===== src/rtl/wl_seq_pkg.sv =====
package wl_seq_pkg;
  localparam int DLY_W     = 8;
  localparam int GROSS_LSB = 5;

  typedef enum logic [3:0] {
    ST_IDLE, ST_MR_ENTER, ST_MR_SETTLE, ST_ODT_ON, ST_SEED,
    ST_TRAIN, ST_CAPT, ST_ODT_OFF, ST_MR_EXIT, ST_FINISH
  } wl_state_e;

  function automatic logic [DLY_W-GROSS_LSB-1:0] gross_of(input logic [DLY_W-1:0] d);
    return d[DLY_W-1:GROSS_LSB];
  endfunction
endpackage


===== src/rtl/wl_timer.sv =====
module wl_timer #(
  parameter int TW = 8
) (
  input  logic          clk_i,
  input  logic          rst_ni,
  input  logic          load_i,
  input  logic [TW-1:0] load_val_i,
  output logic          expired_o
);
  logic [TW-1:0] cnt_q;

  always_ff @(posedge clk_i or negedge rst_ni) begin
    if (!rst_ni)            cnt_q <= '0;
    else if (load_i)        cnt_q <= load_val_i;
    else if (cnt_q != '0)   cnt_q <= cnt_q - 1'b1;
  end

  assign expired_o = (cnt_q == '0);
endmodule


===== src/rtl/wl_seed_sel.sv =====
module wl_seed_sel
  import wl_seq_pkg::*;
#(
  parameter int              LANES     = 8,
  parameter logic [DLY_W-1:0] SEED_REG = 8'h41,
  parameter logic [DLY_W-1:0] SEED_SO  = 8'h12,
  parameter logic [DLY_W-1:0] SEED_UNB = 8'h1A
) (
  input  logic [1:0]             kind_i,
  input  logic [LANES-1:0]       ovr_vld_i,
  input  logic [DLY_W*LANES-1:0] ovr_i,
  output logic [DLY_W*LANES-1:0] seed_o
);
  logic [DLY_W-1:0] dflt;

  always_comb begin
    unique case (kind_i)
      2'd1:    dflt = SEED_REG;
      2'd2:    dflt = SEED_SO;
      default: dflt = SEED_UNB;
    endcase
  end

  for (genvar i = 0; i < LANES; i++) begin : g_lane
    assign seed_o[i*DLY_W +: DLY_W] = ovr_vld_i[i] ? ovr_i[i*DLY_W +: DLY_W] : dflt;
  end
endmodule


===== src/rtl/wl_lane_store.sv =====
module wl_lane_store
  import wl_seq_pkg::*;
#(
  parameter int LANES  = 8,
  parameter int LANE_W = 3
) (
  input  logic                   clk_i,
  input  logic                   rst_ni,
  input  logic                   we_i,
  input  logic [LANE_W-1:0]      idx_i,
  input  logic [DLY_W*LANES-1:0] seed_i,
  input  logic [DLY_W*LANES-1:0] res_i,
  output logic [DLY_W*LANES-1:0] dly_o
);
  logic [DLY_W-1:0] sel_seed, sel_res, fixed;
  logic [LANES-1:0] lane_we;

  // one shared correction unit, lanes visited in turn
  assign sel_seed = seed_i[idx_i*DLY_W +: DLY_W];
  assign sel_res  = res_i[idx_i*DLY_W +: DLY_W];
  assign fixed    = (gross_of(sel_seed) == '0 && gross_of(sel_res) == 3'd3) ? '0 : sel_res;

  for (genvar i = 0; i < LANES; i++) begin : g_lane
    assign lane_we[i] = we_i && (idx_i == LANE_W'(i));
    always_ff @(posedge clk_i or negedge rst_ni) begin
      if (!rst_ni)         dly_o[i*DLY_W +: DLY_W] <= '0;
      else if (lane_we[i]) dly_o[i*DLY_W +: DLY_W] <= fixed;
    end
  end


  lane_we_onehot_chk: assert property (@(posedge clk_i) disable iff (!rst_ni)
    $onehot0(lane_we));


  wrap_zero_chk: assert property (@(posedge clk_i) disable iff (!rst_ni)
    (we_i && sel_seed[7:5] == 3'd0 && sel_res[7:5] == 3'd3)
      |=> dly_o[$past(idx_i)*DLY_W +: DLY_W] == '0);
endmodule


===== src/rtl/wl_train_seq.sv =====
module wl_train_seq
  import wl_seq_pkg::*;
#(
  parameter int LANES            = 8,
  parameter int MOD_W            = 2,
  parameter int MR_SETTLE_CYC    = 40,
  parameter int ODT_SETTLE_CYC   = 10,
  parameter int TRAIN_FIRST_CYC  = 200,
  parameter int TRAIN_SECOND_CYC = 32
) (
  input  logic                   clk_i,
  input  logic                   rst_ni,
  input  logic                   start_i,
  input  logic [MOD_W-1:0]       mod_sel_i,
  input  logic [1:0]             mod_kind_i,
  input  logic                   second_pass_i,
  input  logic [LANES-1:0]       seed_ovr_vld_i,
  input  logic [8*LANES-1:0]     seed_ovr_i,
  input  logic [8*LANES-1:0]     phase_res_i,
  input  logic                   mrs_done_i,
  output logic                   busy_o,
  output logic                   done_o,
  output logic                   dis_refresh_o,
  output logic [1:0]             zq_ival_o,
  output logic                   mrs_req_o,
  output logic                   mrs_entry_o,
  output logic [MOD_W:0]         mrs_cs_o,
  output logic                   wl_odt_en_o,
  output logic                   seed_load_o,
  output logic [8*LANES-1:0]     seed_o,
  output logic                   train_en_o,
  output logic [8*LANES-1:0]     wdqs_dly_o
);
  localparam int LANE_W  = (LANES > 1) ? $clog2(LANES) : 1;
  localparam int MAX_A   = (MR_SETTLE_CYC > ODT_SETTLE_CYC) ? MR_SETTLE_CYC : ODT_SETTLE_CYC;
  localparam int MAX_B   = (TRAIN_FIRST_CYC > TRAIN_SECOND_CYC) ? TRAIN_FIRST_CYC : TRAIN_SECOND_CYC;
  localparam int MAX_CYC = (MAX_A > MAX_B) ? MAX_A : MAX_B;
  localparam int TW      = $clog2(MAX_CYC + 1);
  localparam logic [1:0] ZQ_NORMAL = 2'd2;

  wl_state_e           st_q, st_d;
  logic [MOD_W-1:0]    mod_q;
  logic [1:0]          kind_q;
  logic                pass2_q;
  logic [LANES-1:0]    ovr_vld_q;
  logic [8*LANES-1:0]  ovr_q;
  logic [LANE_W-1:0]   lane_q;
  logic                t_load, t_exp;
  logic [TW-1:0]       t_val;

  always_comb begin
    st_d   = st_q;
    t_load = 1'b0;
    t_val  = '0;
    unique case (st_q)
      ST_IDLE:      if (start_i) st_d = ST_MR_ENTER;
      ST_MR_ENTER:  if (mrs_done_i) begin
                      st_d = ST_MR_SETTLE; t_load = 1'b1; t_val = TW'(MR_SETTLE_CYC - 1);
                    end
      ST_MR_SETTLE: if (t_exp) begin
                      st_d = ST_ODT_ON; t_load = 1'b1; t_val = TW'(ODT_SETTLE_CYC - 1);
                    end
      ST_ODT_ON:    if (t_exp) st_d = ST_SEED;
      ST_SEED:      begin
                      st_d = ST_TRAIN; t_load = 1'b1;
                      t_val = pass2_q ? TW'(TRAIN_SECOND_CYC - 1) : TW'(TRAIN_FIRST_CYC - 1);
                    end
      ST_TRAIN:     if (t_exp) st_d = ST_CAPT;
      ST_CAPT:      if (lane_q == LANE_W'(LANES - 1)) begin
                      st_d = ST_ODT_OFF; t_load = 1'b1; t_val = TW'(ODT_SETTLE_CYC - 1);
                    end
      ST_ODT_OFF:   if (t_exp) st_d = ST_MR_EXIT;
      ST_MR_EXIT:   if (mrs_done_i) st_d = ST_FINISH;
      ST_FINISH:    st_d = ST_IDLE;
      default:      st_d = ST_IDLE;
    endcase
  end

  always_ff @(posedge clk_i or negedge rst_ni) begin
    if (!rst_ni) begin
      st_q      <= ST_IDLE;
      mod_q     <= '0;
      kind_q    <= '0;
      pass2_q   <= 1'b0;
      ovr_vld_q <= '0;
      ovr_q     <= '0;
      lane_q    <= '0;
    end else begin
      st_q <= st_d;
      if (st_q == ST_IDLE && start_i) begin
        mod_q     <= mod_sel_i;
        kind_q    <= mod_kind_i;
        pass2_q   <= second_pass_i;
        ovr_vld_q <= seed_ovr_vld_i;
        ovr_q     <= seed_ovr_i;
      end
      if (st_q == ST_CAPT)
        lane_q <= (lane_q == LANE_W'(LANES - 1)) ? '0 : lane_q + 1'b1;
    end
  end

  wl_timer #(.TW(TW)) u_timer (
    .clk_i, .rst_ni, .load_i(t_load), .load_val_i(t_val), .expired_o(t_exp)
  );

  wl_seed_sel #(.LANES(LANES)) u_seed (
    .kind_i(kind_q), .ovr_vld_i(ovr_vld_q), .ovr_i(ovr_q), .seed_o(seed_o)
  );

  wl_lane_store #(.LANES(LANES), .LANE_W(LANE_W)) u_store (
    .clk_i, .rst_ni, .we_i(st_q == ST_CAPT), .idx_i(lane_q),
    .seed_i(seed_o), .res_i(phase_res_i), .dly_o(wdqs_dly_o)
  );

  assign busy_o        = (st_q != ST_IDLE);
  assign done_o        = (st_q == ST_FINISH);
  assign dis_refresh_o = busy_o && !done_o;
  assign zq_ival_o     = dis_refresh_o ? 2'd0 : ZQ_NORMAL;
  assign mrs_req_o     = (st_q == ST_MR_ENTER) || (st_q == ST_MR_EXIT);
  assign mrs_entry_o   = (st_q == ST_MR_ENTER);
  assign mrs_cs_o      = {mod_q, 1'b0};
  assign wl_odt_en_o   = (st_q == ST_ODT_ON) || (st_q == ST_SEED) ||
                         (st_q == ST_TRAIN)  || (st_q == ST_CAPT);
  assign seed_load_o   = (st_q == ST_SEED);
  assign train_en_o    = (st_q == ST_TRAIN);


  done_pulse_chk: assert property (@(posedge clk_i) disable iff (!rst_ni)
    done_o |=> !done_o && !busy_o);


  train_odt_chk: assert property (@(posedge clk_i) disable iff (!rst_ni)
    train_en_o |-> wl_odt_en_o && !mrs_req_o);


  mrs_refresh_chk: assert property (@(posedge clk_i) disable iff (!rst_ni)
    mrs_req_o |-> dis_refresh_o && zq_ival_o == 2'd0);


  busy_start_chk: assert property (@(posedge clk_i) disable iff (!rst_ni)
    (busy_o && start_i) |=> $stable(mrs_cs_o));
endmodule


===== config.mk =====
export PLATFORM = sky130hd
export DESIGN_NAME = wl_train_seq
export DESIGN_NICKNAME = d
export VERILOG_FILES = /design/src/rtl/wl_seq_pkg.sv /design/src/rtl/wl_timer.sv /design/src/rtl/wl_seed_sel.sv /design/src/rtl/wl_lane_store.sv /design/src/rtl/wl_train_seq.sv
export SDC_FILE = /design/constraint.sdc
export NUM_CORES = 1
export LEC_CHECK = 0
export ABC_AREA = 0
export BUFFER_PORTS_ARGS = -buffer_cell sky130_fd_sc_hd__buf_4
export CORE_MARGIN = 2
export CORE_UTILIZATION = 35
export CTS_BUF_LIST = sky130_fd_sc_hd__clkbuf_16
export DETAILED_ROUTE_END_ITERATION = 8
export PLACE_DENSITY = 0.61
export SETUP_SLACK_MARGIN = 0.5
export SLEW_MARGIN = 15
export SYNTH_ARGS = -nofsm -noshare
export SYNTH_HDL_FRONTEND = slang
export SYNTH_HIERARCHICAL = 1
export SYNTH_SLANG_ARGS = --single-unit

===== constraint.sdc =====
create_clock -name clk_i -period 2.55 [get_ports clk_i]
set_input_delay 0.51 -clock clk_i [delete_from_list [all_inputs] [get_ports clk_i]]
set_output_delay 0.51 -clock clk_i [all_outputs]
set_load 0.01 [all_outputs]

# Word level (Yosys, flattened, before mapping)
# Index checks and enable logic that the tools add are counted.
# classes
add_sub_neg	2
n_eq_ne	27
n_shift	2
mux	32
reduce_logical	24
# op_table
op	n
$shiftx 64x7->8	2
$mux 8	12
$mux 4	10
$pmux 4 s9	1
$pmux 8 s4	1
$eq 4x3->1 const B	4
$ne 2x2->1 const B	7
$pmux 7 s2	1
$eq 3x3->1 const B	4
$logic_and 1x1->1	11
$eq 3x2->1 const B	3
$eq 4x2->1 const B	2
$eq 4x4->1 const B	2
$logic_not 8->1	1
$reduce_and 8->1	1
$reduce_bool 8->1	1
$sub 8x1->8 const B	1
$logic_not 3->1	2
$mux 6	1
$eq 4x1->1 const B	1
$logic_not 4->1	1
$logic_or 1x1->1	4
$pmux 1 s4	1
$reduce_bool 4->1	1
other kinds (10)	12
# word_totals
reg_bits	156
inputBits	145
out_inout_bits	141
word_cells	103

# Depth between registers and ports, before layout
# Gate-level depths: netlist of the first run.
# depth
word_depth	7
ltp_mapped	11

# Cells and area by module
# Netlist of the first run, hierarchy kept.
# modules_own_cells
mod	n_inst	cells_each	area_per_inst_um2	seq_area_each_um2
wl_train_seq	1	226	3544.6	2102.0
wl_lane_store	1	313	3175.5	1601.5
wl_seed_sel	1	116	718.2	0.0
wl_timer	1	54	476.7	200.2

# Least setup slack after synthesis of the first run
# No wires, ideal clock.
# synth_path
path_type	register to register
from	register u_timer.cnt_q[0]
to	register u_timer.cnt_q[4]
t_arrival_ns	2.680
path_slack_ns	-0.209
stages_incl_launch_ff	12
synth_period_minus_slack_ns	2.759
cell_sequence	dfrtp_1 inv_1 ha_1 or3b_1 clkbuf_2 nor2_1 mux2i_1 or4b_1 o31ai_1 dlygate4sd1_1 a21oi_1 a2bb2oi_1
# synth_via
elab_chain_cells	4
# synth_rtl
item	line_no	source
start, declared	wl_timer.sv:10	logic [TW-1:0] cnt_q;
start signal, assigned	wl_timer.sv:14	else if (load_i) cnt_q <= load_val_i;
start signal, assigned	wl_timer.sv:15	else if (cnt_q != '0) cnt_q <= cnt_q - 1'b1;
$logic_not 8->1 *	wl_timer.sv:18	assign expired_o = (cnt_q == '0);
named net t_exp	wl_train_seq.sv:48	logic t_load, t_exp;
$mux 1 *	wl_train_seq.sv:60	ST_MR_SETTLE: if (t_exp) begin
$pmux 1 s4 *	wl_train_seq.sv:55	unique case (st_q)
named net t_load	wl_train_seq.sv:48	
$mux 8 or $reduce_bool 2->1 (tied branches)	--	
# Mark *: on every way through the listed nets, which the timed path passes. The rest lies on a longest branch. The select of a mux whose other input is x is not followed.
# A chain may end at the register's enable or synchronous reset.

# Worst setup path after layout of the first run
# layout_path
from	register kind_q[0]
to	register u_store.dly_o[12]
# layout_via
elab_chain_cells	7
# layout_rtl
item	line_no	source
start, declared	wl_train_seq.sv:43	logic [1:0] kind_q;
start signal, assigned	wl_train_seq.sv:92	kind_q <= mod_kind_i;
$eq 2x2->1 or $eq 2x1->1 (tied branches)	wl_seed_sel.sv:17	unique case (kind_i)
$pmux 7 s2 *	wl_seed_sel.sv:17	
$mux 8	wl_seed_sel.sv:25	assign seed_o[i*DLY_W +: DLY_W] = ovr_vld_i[i] ? ovr_i[i*DLY_W +: DLY_W] : dflt;
$shiftx 64x7->8 *	wl_lane_store.sv:19	assign sel_seed = seed_i[idx_i*DLY_W +: DLY_W];
$logic_not 3->1 *	wl_lane_store.sv:21	assign fixed = (gross_of(sel_seed) == '0 && gross_of(sel_res) == 3'd3) ? '0 : sel_res;
$logic_and 1x1->1 *	wl_lane_store.sv:21	
$mux 8 *	wl_lane_store.sv:21	
end signal, assigned by index	wl_lane_store.sv:27	else if (lane_we[i]) dly_o[i*DLY_W +: DLY_W] <= fixed;
end, declared	wl_lane_store.sv:13	output logic [DLY_W*LANES-1:0] dly_o
# Every way passes the cells marked *; elsewhere a longest branch is shown, timed or not.

==> impl_metrics.env, run 1 <==
export IMPL_status="finished, final reports clean"
export IMPL_cts_buffers=17
export IMPL_drtPass1Iterations=4
export IMPL_period_share_pct=94.55
export IMPL_drt_iter0_drc=211
export IMPL_grt_pass1_vias=6499
export IMPL_cp_data_required_time_ns=2.87
export IMPL_crit_fanout=8
export IMPL_grt_max_degree=53
export IMPL_synth_area_top_cells="dfrtp_1 (49%), mux2_2 (8.5%), nand2_1 (6.1%)"
export IMPL_synth_cell_area_um2=7915
export IMPL_yosys_warnings=6
export IMPL_critPathLaunchType="flip-flop"
export IMPL_skew_ns=0.01041
export IMPL_dieArea_um2=23830
export IMPL_place_port_buffers=283
export IMPL_yosysTopAreaCell="dfrtp_1"
export IMPL_clkLatencyLatePin_ns=0.43
export IMPL_setup_viol=0
export IMPL_fillers=2054
export IMPL_die_w_um=154.4
export IMPL_wl_per_cell_um=17.94
export IMPL_antenna_left=0
export IMPL_ff2ff_setup_slack_ns=0.14
export IMPL_synth_edf_count=0
export IMPL_min_period_ns=2.411
export IMPL_num_vias=6556
export IMPL_vdd_drop_max_mv=0.7931
export IMPL_p_leak_uw=0.005578
export IMPL_drc=0
export IMPL_worst_r2r_cell_count=11
export IMPL_syn_to_final_growth_pct=47.95
export IMPL_arrival_ns=2.73
export IMPL_synth_seq_cells=156
export IMPL_core_um2=22430
export IMPL_slew_headroom_pct=58.40
export IMPL_p_per_area_nw_per_um2=1344
export IMPL_yosysSeqAreaShare_pct=49.32
export IMPL_ios=286
export IMPL_rsz0062_at_grt="yes"
export IMPL_path_class="flip-flop to flip-flop"
export IMPL_p_total_uw=15740
export IMPL_routed_via_density=4.915
export IMPL_routed_wl_um=23940
export IMPL_hold_violations=0
export IMPL_clk_path_buf_depth=2
export IMPL_cts_root_buffer="clkbuf_16"
export IMPL_syn_inst=709
export IMPL_fmaxAchievable_ghz=0.4148
export IMPL_hold_path_class="primary input to flip-flop"
export IMPL_drive_gt1_share_pct=57.10
export IMPL_overflow=0
export IMPL_cts_sinks=156
export IMPL_grt_pass1_wl_um=36600
export IMPL_fin_tns_setup_ns=0
export IMPL_ys_types=61
export IMPL_maxCapViolCount=0
export IMPL_place_gp_congestion=0.8230
export IMPL_start_util_pct=35.28
export IMPL_endpoint_kind="flip-flop"
export IMPL_cts_max_level=4
export IMPL_path_clk_slew_ns=0.07
export IMPL_hpwlAfterDp_um=17230
export IMPL_rows=55
export IMPL_antenna_found_initial=0
export IMPL_slew_viol_final=0
export IMPL_hold_path_depth=2
export IMPL_ys_dominant_reg_cell="dfrtp_1"
export IMPL_tightest_slew_ns=0.6182
export IMPL_postSynthAreaPerCell_um2=11.16
export IMPL_grt_use_total_pct=19.81
export IMPL_die_y_um=154.4
export IMPL_synth_async_reset_ratio_pct=100.0
export IMPL_nets=1186
export IMPL_num_antenna_cells=0
export IMPL_tritoncts="built"
export IMPL_yosys_area_top_type_share_pct=49.32
==> registers in the layout, summed over array words and instances (netlist names) <==
| register | flops |
|---|---|
| lane_q | 3 |
| kind_q | 2 |
| ovr_vld_q | 8 |
| mod_q | 2 |
| st_q | 4 |
| u_timer/cnt_q | 8 |
| pass2_q | 1 |
| u_store/dly_o | 64 |
| ovr_q | 64 |
==> report_power, final <==
| part | leakage (uW) | internal [uW] | total (uW) | switching, uW |
|---|---|---|---|---|
| clock network | 0.000273 | 1280 | 2440 | 1160 |
| registers | 0.00176 | 3630 | 4450 | 818 |
| logic | 0.00354 | 4680 | 8860 | 4180 |
| total | 0.00558 | 9590 | 15700 | 6150 |
==> worst paths after layout <==
kind / startpoint / endpoint
max: kind_q[0] / u_store/dly_o[12]
min reg2reg: u_store/dly_o[49] / u_store/dly_o[49]
max in group asynchronous: rst_ni / kind_q[0]
min: seed_ovr_i[41] / ovr_q[41]
max reg2reg: kind_q[0] / u_store/dly_o[12]
min in group asynchronous: rst_ni / ovr_q[41]
==> area by class of cell <==
class | instances | area [um^2] | share of cell area [%]
multi-input cells | 494 | 3953 | 33.75
flip-flops and latches | 156 | 3909 | 33.38
repair buffers | 359 | 2903 | 24.79
clock buffers | 17 | 425.4 | 3.633
well taps | 285 | 356.6 | 3.045
clock inverters | 15 | 133.9 | 1.143
inverters | 8 | 30.03 | 0.2564
==> metal layers <==
layer / share of wire (%) / up-vias / track usage, %
li1: - / 3127 / -
met3: 8.1 / 16 / 7.117
met4: 0.98 / 0 / 4.982
met2: 49 / 213 / 33.35
met5: 0 / - / 0
met1: 41 / 3200 / 24.30
==> synth_stat cells (all sizes together) (8+ instances only) <==
| cell | instances |
|---|---|
| mux2i | 8 |
| nand3 | 27 |
| and2 | 27 |
| o21ai | 83 |
| nand2 | 128 |
| dfrtp | 156 |
| nor2 | 16 |
| nand2b | 15 |
| mux2 | 91 |
| clkbuf | 24 |
| inv | 8 |
| buf | 27 |
| nand3b | 20 |
==> timing repair <==
item | 4_1_cts | 5_1_grt
cloned | 3 | 1
hold endpoints to repair | 33 | 0
buffers inserted | 19 | 9
hold buffers | 1 | 0
pin swaps | 7 | 5
gates resized for setup | 37 | 29
endpoints found under the setup margin | 100 | 113
==> placed cells by master, fill, tap and decap left out, drive strengths merged, types with 2 or more instances in the layout <==
cell,n
nand3,27
o31ai,6
inv,14
nor3,6
nor2,16
a221oi,2
nand2b,15
nand4,2
nor4,5
or3,2
o21ai,83
o311ai,2
nor3b,6
and2,27
o41ai,2
nand2,128
or4b,3
a31oi,2
xnor2,4
ha,5
clkinv,8
or4,5
clkbuf,17
conb,2
mux2,91
mux2i,8
dfrtp,156
nor4b,4
nor2b,2
mux4,2
a21oi,5
buf,358
nand3b,20
==> worst max-delay path, cell delays in order (launching register included) <==
cell and delay (ns):
dfrtp_2 0.44, ha_4 0.24, nand2b_4 0.10, nand2_4 0.04
or4b_4 0.51, nand4_1 0.16, o311ai_4 0.14, nor4_4 0.18
buf_4 0.17, buf_6 0.12, buf_12 0.14, o21ai_2 0.07
==> cell families after synthesis <==
kind of cell / share of synthesized area [%]
other cells: 0.04738
compound gates: 10.99
flops: 49.32
simple gates: 17.39
xor+xnor: 0.4426
fa+ha+maj: 0.7904
mux: 16.16
buf+inv: 4.869
==> metrics by stage <==
stage	area, um^2	instances	util [%]	hold WS, ns	setup WS (ns)
detailed placement	10590	1269	47.19	0.4590	0.03251
finish	11710	1334	52.20	0.3045	0.1390
CTS	11530	1324	51.38	0.2842	0.1346
floorplan	8051	710	-	0.2144	0.1553
global route	11710	1334	52.20	0.2867	0.06368
global placement	10590	1269	47.19	0.4560	0.05193
No activity file was read; power rests on OpenSTA's default activity.
==> inputs of run 2 (changes only) <==
clock period = 2.03 ns   (was 2.55 ns; I/O delays follow)
==> run 2 against run 1 <==
Compared with the run above:
- the flow now finishes with violations (negative setup slack)
- clock skew rose by 0.013 ns
- register-to-register slack got worse by 0.45 ns
- sequential share of layout area fell by 4.3 points
- clock power rose by 39%
- global-route usage rose by 1.7 points
- highest routed layer unchanged
==> impl_metrics.env, run 2 (same netlist as run 1, synthesis figures left out) <==
export IMPL_worst_slack_ns=-0.3149
export IMPL_grt_pass1_wl_um=39920
export IMPL_wl_met3_um=1902
export IMPL_ff2ff_setup_slack_ns=-0.31
export IMPL_drtPass1Iterations=4
export IMPL_num_antenna_cells=0
export IMPL_critPathLaunchType="flip-flop"
export IMPL_overflow=0
export IMPL_final_cell_mix="buf_4 (330), dfrtp_1 (145), nand2_1 (108), buf_6 (89)"
export IMPL_grt_pass1_vias=7084
export IMPL_die_y_um=154.4
export IMPL_worst_r2r_cell_count=10
export IMPL_met2_length_um=13650
export IMPL_layout_commonest_cell="buf_4"
export IMPL_min_from="mod_sel_i[1]"
export IMPL_grt_use_total_pct=21.49
export IMPL_post_dp_cell_area_um2=11060
export IMPL_core_um2=22430
export IMPL_path_clk_slew_ns=0.07
export IMPL_ios=286
export IMPL_instances_no_fill=1427
export IMPL_period_share_pct=115.5
export IMPL_violations="negative setup slack"
export IMPL_syn_to_final_growth_pct=70.33
export IMPL_min_period_ns=2.345
export IMPL_die_w_um=154.4
export IMPL_antenna_left=0
export IMPL_routed_top_layer="met4"
export IMPL_status="finished, violations left"
export IMPL_drt_iter0_drc=331
export IMPL_cp_data_required_time_ns=2.34
export IMPL_fin_util_pct=60.09
export IMPL_holdPathEnd="mod_q[1]"
export IMPL_path_cells="ha_4, nand2b_4, nand2_4, or4b_4, nand4_1, o311ai_4, nor4_4, buf_6, clkbuf_16, o21ai_2"
export IMPL_wl_per_cell_um=18.93
export IMPL_nets=1279
export IMPL_placedCellCount=1322
export IMPL_maxCapViolCount=0
export IMPL_cts_root_buffer="clkbuf_16"
export IMPL_antenna_found_initial=0
export IMPL_largestRegisters="ovr_q (64), u_store/dly_o (64)"
export IMPL_hpwlAfterDp_um=17900
export IMPL_rsz0062_at_grt="yes"
export IMPL_tightest_slew_ns=0.6696
export IMPL_wirelength_met1_um=11040
export IMPL_clkLatencyLatePin_ns=0.43
export IMPL_fmaxAchievable_ghz=0.4265
export IMPL_dieArea_um2=23830
export IMPL_endpoint_kind="flip-flop"
export IMPL_drc=0
export IMPL_grt_max_degree=45
export IMPL_place_gp_congestion=0.8021
export IMPL_skew_ns=0.02365
export IMPL_hold_violations=0
export IMPL_cts_buffers=17
export IMPL_rr_startpoint="kind_q[0]"
export IMPL_start_util_pct=35.28
export IMPL_path_class="flip-flop to flip-flop"
export IMPL_rows=55
export IMPL_max_stage_delay_ns=0.51
export IMPL_drive_gt1_share_pct=65.85
export IMPL_setup_viol=79
export IMPL_vdd_drop_max_mv=1.156
export IMPL_crit_fanout=6
export IMPL_num_vias=7083
export IMPL_r2r_end="u_store/dly_o[0]"
export IMPL_cp_slowest_cell="or4b_4"
export IMPL_hold_path_class="primary input to flip-flop"
export IMPL_tritoncts="built"
export IMPL_routed_via_density=4.964
export IMPL_p_per_area_nw_per_um2=1714
export IMPL_place_port_buffers=283
export IMPL_cts_max_level=4
export IMPL_arrival_ns=2.66
export IMPL_slew_viol_final=0
export IMPL_stdcell_area_um2=13480
export IMPL_slew_headroom_pct=54.95
export IMPL_clk_path_buf_depth=2
export IMPL_cts_sinks=156
export IMPL_routed_wl_um=27020
export IMPL_p_leak_uw=0.006488
export IMPL_hold_path_depth=2
[run 2: changes by cell type in the layout (fill, tap and decap cells not counted), sizes merged]
cell / change
buf: +86
nand2b: +1
bufinv: +3
clkinv: -5
clkbuf: +5
clkinvlp: +2
nand2: +1
[run 2: per-layer routing]
layer  global-route usage (%)  vias to the layer above
met3                    6.781                       26
met2                    36.75                      248
met5                        0                        -
met1                    26.48                     3491
met4                    5.423                        0
li1                         -                     3318
[run 2: area by class of cell]
type                            count  area, um^2
Timing Repair Buffer              450        4115
Inverter                            8       37.54
Multi-Input combinational cell    496        4443
Clock buffer                       17       425.4
Fill cell                        1842        8952
Clock inverter                     15       186.4
Sequential cell                   156        3918
Tap cell                          285       356.6
[run 2: what timing repair did]
item	in CTS	in global routing
hold endpoints to repair	25	0
cloned	5	9
resized for setup	182	103
pin swaps	19	15
buffers inserted	35	23
hold buffers	1	0
endpoints found under the setup margin	225	229
[run 2: where the power goes]
| part | total [uW] | switching (uW) | internal [uW] |
|---|---|---|---|
| Clock | 3380 | 1420 | 1960 |
| Sequential | 5540 | 967 | 4570 |
| Combinational | 14200 | 6260 | 7930 |
[run 2: worst max path at each step]
stage / start / endpoint / slack [ns] / cells after the start
after floorplan: u_timer/cnt_q[0] / u_timer/cnt_q[5] / -0.36 / 10
after global placement: kind_q[1] / u_store/dly_o[19] / -0.47 / 11
after detailed placement: kind_q[1] / u_store/dly_o[49] / -0.48 / 11
after CTS: kind_q[0] / u_store/dly_o[42] / -0.30 / 9
after global routing: kind_q[0] / u_store/dly_o[0] / -0.38 / 10
final: kind_q[0] / u_store/dly_o[0] / -0.31 / 10
[run 2: through the flow]
| step | hold slack [ns] | setup WS [ns] | power, uW | setup TNS [ns] |
|---|---|---|---|---|
| 6_report | 0.2041 | -0.3149 | 23110 | -18.27 |
| 4_1_cts | 0.1912 | -0.3032 | 21790 | -18.03 |
| 3_3_place_gp | 0.3154 | -0.4678 | 16370 | -26.49 |
| 3_5_place_dp | 0.3169 | -0.4763 | 16500 | -26.68 |
| 5_1_grt | 0.1860 | -0.3804 | 24440 | -24.26 |
| 2_1_floorplan | 0.1104 | -0.3647 | 11350 | -11.08 |
[run 2: critical path: cells and delay by family (launching register included)]
family                   cells  cell delay (ns)
AND/OR/NAND/NOR              5             1.05
flip-flops                   1             0.40
adder cells (fa/ha/maj)      1             0.22
AO/OA/AOI/OAI                2             0.19
buffers and inverters        2             0.36
==> inputs of run 3 (changes only) <==
--- a/config.mk
+++ b/config.mk
@@ -7,3 +7,3 @@
 export LEC_CHECK = 0
-export ABC_AREA = 0
+export ABC_AREA = 1
 export BUFFER_PORTS_ARGS = -buffer_cell sky130_fd_sc_hd__buf_4
@@ -11,3 +11,3 @@
 export CORE_UTILIZATION = 35
-export CTS_BUF_LIST = sky130_fd_sc_hd__clkbuf_16
+export CTS_BUF_LIST = sky130_fd_sc_hd__clkbuf_2 sky130_fd_sc_hd__clkbuf_4 sky130_fd_sc_hd__clkbuf_8
 export DETAILED_ROUTE_END_ITERATION = 8
--- a/constraint.sdc
+++ b/constraint.sdc
@@ -3,2 +3,2 @@
 set_output_delay 0.406 -clock clk_i [all_outputs]
-set_load 0.01 [all_outputs]
+set_load 0.05 [all_outputs]
==> run 3 against run 2 <==
Compared with the run above:
- the flow still finishes with violations (negative setup slack)
- combinational power up 42%
- register-to-register slack better by 0.29 ns
- sequential share of layout area shrank 2.0 points
- clock power down 27%
- worst setup slack improved by 0.25 ns
- global-route usage rose by 3.5 points
- synthesized area grew 2.7%
- critical path type is now flip-flop to output port
- critical endpoint is now seed_o[51]
==> impl_metrics.env, run 3 <==
export IMPL_status="finished, violations left"
export IMPL_violations="negative setup slack"
export IMPL_setup_viol=82
export IMPL_synth_mux_area_fraction_pct=0
export IMPL_clkLatencyLatePin_ns=0.46
export IMPL_cts_root_buffer="clkbuf_8"
export IMPL_ios=286
export IMPL_r2r_end="u_store/dly_o[51]"
export IMPL_synth_seq_cells=156
export IMPL_place_port_buffers=283
export IMPL_grt_pass1_vias=8531
export IMPL_core_um2=22710
export IMPL_post_synth_top_count_cell="nand2_1"
export IMPL_critPathLaunchType="flip-flop"
export IMPL_rsz0062_at_grt="yes"
export IMPL_yosysTopAreaCell="dfrtp_1"
export IMPL_grt_pass1_wl_um=47080
export IMPL_fmaxAchievable_ghz=0.4765
export IMPL_start_util_pct=35.79
export IMPL_synthAdderAreaFrac_pct=0.7697
export IMPL_tritoncts="built"
export IMPL_synthTopCellsByCount="nand2_1 (485), dfrtp_1 (156), o21ai_0 (97), nand3_1 (77), inv_1 (69)"
export IMPL_top_usage_layer="met2"
export IMPL_synthXorXnorAreaFrac_pct=0.2155
export IMPL_rows=55
export IMPL_clk_path_buf_depth=2
export IMPL_overflow=0
export IMPL_drc=0
export IMPL_path_clk_slew_ns=0.11
export IMPL_worst_r2r_cell_count=15
export IMPL_ff2ff_setup_slack_ns=-0.02
export IMPL_skew_ns=0.01368
export IMPL_drive_gt1_share_pct=54.16
export IMPL_final_cell_mix="nand2_1 (337), buf_4 (279), dfrtp_1 (142), nand2_2 (75), nand2_4 (71)"
export IMPL_p_leak_uw=0.007247
export IMPL_hold_path_depth=3
export IMPL_p_total_uw=28010
export IMPL_largestRegisters="ovr_q (64), u_store/dly_o (64)"
export IMPL_dieArea_um2=24460
export IMPL_synth_edf_count=0
export IMPL_crit_fanout=8
export IMPL_nets=1627
export IMPL_period_share_pct=103.4
export IMPL_maxCapViolCount=0
export IMPL_synth_area_top_cells="dfrtp_1 (48%), nand2_1 (22%), o21ai_0 (6.0%)"
export IMPL_path_class="flip-flop to output port"
export IMPL_fillers=1852
export IMPL_met1_usage_pct=31.11
export IMPL_place_gp_congestion=0.8167
export IMPL_endpoint_kind="output port"
export IMPL_synth_compound_area_share_pct=10.18
export IMPL_yosys_area_share_simple_pct=32.57
export IMPL_cp_data_required_time_ns=1.62
export IMPL_rr_startpoint="kind_q[0]"
export IMPL_cts_sinks=156
export IMPL_ys_dominant_reg_cell="dfrtp_1"
export IMPL_worst_slack_ns=-0.06870
export IMPL_routed_wl_um=32550
export IMPL_worst_hold_slack_ns=0.1302
export IMPL_layout_commonest_cell="nand2_1"
export IMPL_min_period_ns=2.099
export IMPL_syn_inst=1084
export IMPL_placedCellCount=1664
export IMPL_ys_types=34
export IMPL_cts_buffers=17
export IMPL_synth_top_family_by_area="simple AND/OR/NAND/NOR gates"
export IMPL_grt_max_degree=64
export IMPL_die_w_um=156.4
export IMPL_grtUsageMet2_pct=42.52
export IMPL_drtPass1Iterations=4
export IMPL_slew_viol_final=0
export IMPL_p_per_area_nw_per_um2=1930
export IMPL_die_y_um=156.4
export IMPL_stdcell_area_um2=14510
export IMPL_post_dp_cell_area_um2=11670
export IMPL_hold_path_class="primary input to flip-flop"
export IMPL_grt_use_total_pct=24.99
export IMPL_min_from="seed_ovr_i[54]"
export IMPL_wl_per_cell_um=18.33
export IMPL_routed_via_density=4.930
export IMPL_hpwlAfterDp_um=21130
export IMPL_antenna_found_initial=1
export IMPL_num_vias=8756
export IMPL_yosysSeqAreaShare_pct=48.03
export IMPL_yosys_warnings=6
export IMPL_vdd_drop_max_mv=1.242
export IMPL_use_met3_pct=7.339
export IMPL_synth_async_reset_ratio_pct=100.0
export IMPL_cts_max_level=4
export IMPL_drt_iter0_drc=445
export IMPL_synth_cell_area_um2=8128
export IMPL_yosys_area_top_type_share_pct=48.03
export IMPL_postSynthAreaPerCell_um2=7.498
export IMPL_holdPathEnd="ovr_q[54]"
export IMPL_antenna_left=0
export IMPL_arrival_ns=1.69
export IMPL_instances_no_fill=1776
export IMPL_syn_to_final_growth_pct=78.57
export IMPL_hold_violations=0
run 3: cell types whose count changed in the layout (fill, tap and decap cells not counted), sizes merged, moves of 35 or more:
cell and delta:
o21ai +39, nor2 +35, mux2 -91, nand3 +52, nand2 +361, inv +69
run 3: report_power, final:
group	switching, uW	internal [uW]	leakage (uW)	total (uW)
Combinational	12200	7920	0.00530	20100
Sequential	1020	4380	0.00174	5400
Clock	1430	1040	0.000202	2470
Total	14700	13300	0.00725	28000
run 3: layer usage:
| metal | share of wire [%] | up-vias |
|---|---|---|
| met5 | 0 | - |
| met4 | 2.4 | 0 |
| met2 | 51 | 287 |
| met1 | 39 | 4200 |
| met3 | 7.6 | 45 |
| li1 | - | 4224 |
run 3: what timing repair did:
| item | 4_1_cts | 5_1_grt |
|---|---|---|
| hold buffers | 1 | 0 |
| gates resized for setup | 300 | 218 |
| endpoints found under the hold margin | 35 | 0 |
| setup endpoints to repair | 220 | 236 |
| setup buffers | 53 | 16 |
| pin swaps | 85 | 40 |
| gates cloned | 2 | 7 |
run 3: worst max-delay path: stages, from the launching register on:
cell and delay, ns:
dfrtp_1 0.40, buf_4 0.15, ha_4 0.35, nand2_2 0.10, nand2_2 0.09, buf_8 0.15
run 3: cell families after synthesis:
group | count (synthesis)
buffers and inverters | 139
AOI/OAI and AO/OA | 149
adders and majority gates | 5
and+or+nand+nor | 632
other | 1
xor gates and xnor gates | 2
DFF | 156
run 3: area by class of cell:
cell class	instances	area, um^2	share of cell area [%]
inverter	81	375.4	2.586
clock buffer	17	234.0	1.612
timing repair buffer	430	4335	29.87
sequential	156	3921	27.02
multi-input combinational	791	5109	35.20
antenna	1	2.502	0.01724
tap	285	356.6	2.457
clock inverter	15	180.2	1.241
run 3: worst max-delay path by stage:
| stage | cells past startpoint | end | slack, ns | start |
|---|---|---|---|---|
| 3_5_place_dp | 15 | u_store/dly_o[49] | -0.09 | kind_q[1] |
| 2_1_floorplan | 5 | zq_ival_o[1] | 0.12 | st_q[1] |
| 4_1_cts | 6 | seed_o[32] | -0.09 | kind_q[1] |
| 5_1_grt | 6 | seed_o[32] | -0.14 | kind_q[1] |
| 6_report | 5 | seed_o[51] | -0.07 | kind_q[0] |
| 3_3_place_gp | 15 | u_store/dly_o[16] | -0.04 | kind_q[1] |
run 3: stage by stage:
| step | utilization [%] | worst slack [ns] | setup TNS, ns |
|---|---|---|---|
| final | 63.91 | -0.06870 | -1.803 |
| after global routing | 63.91 | -0.1396 | -9.458 |
| after CTS | 59.69 | -0.08730 | -2.374 |
| after detailed placement | 51.37 | -0.08907 | -3.232 |
| after global placement | 51.37 | -0.03606 | -1.106 |
| after floorplan | - | 0.1166 | 0 |
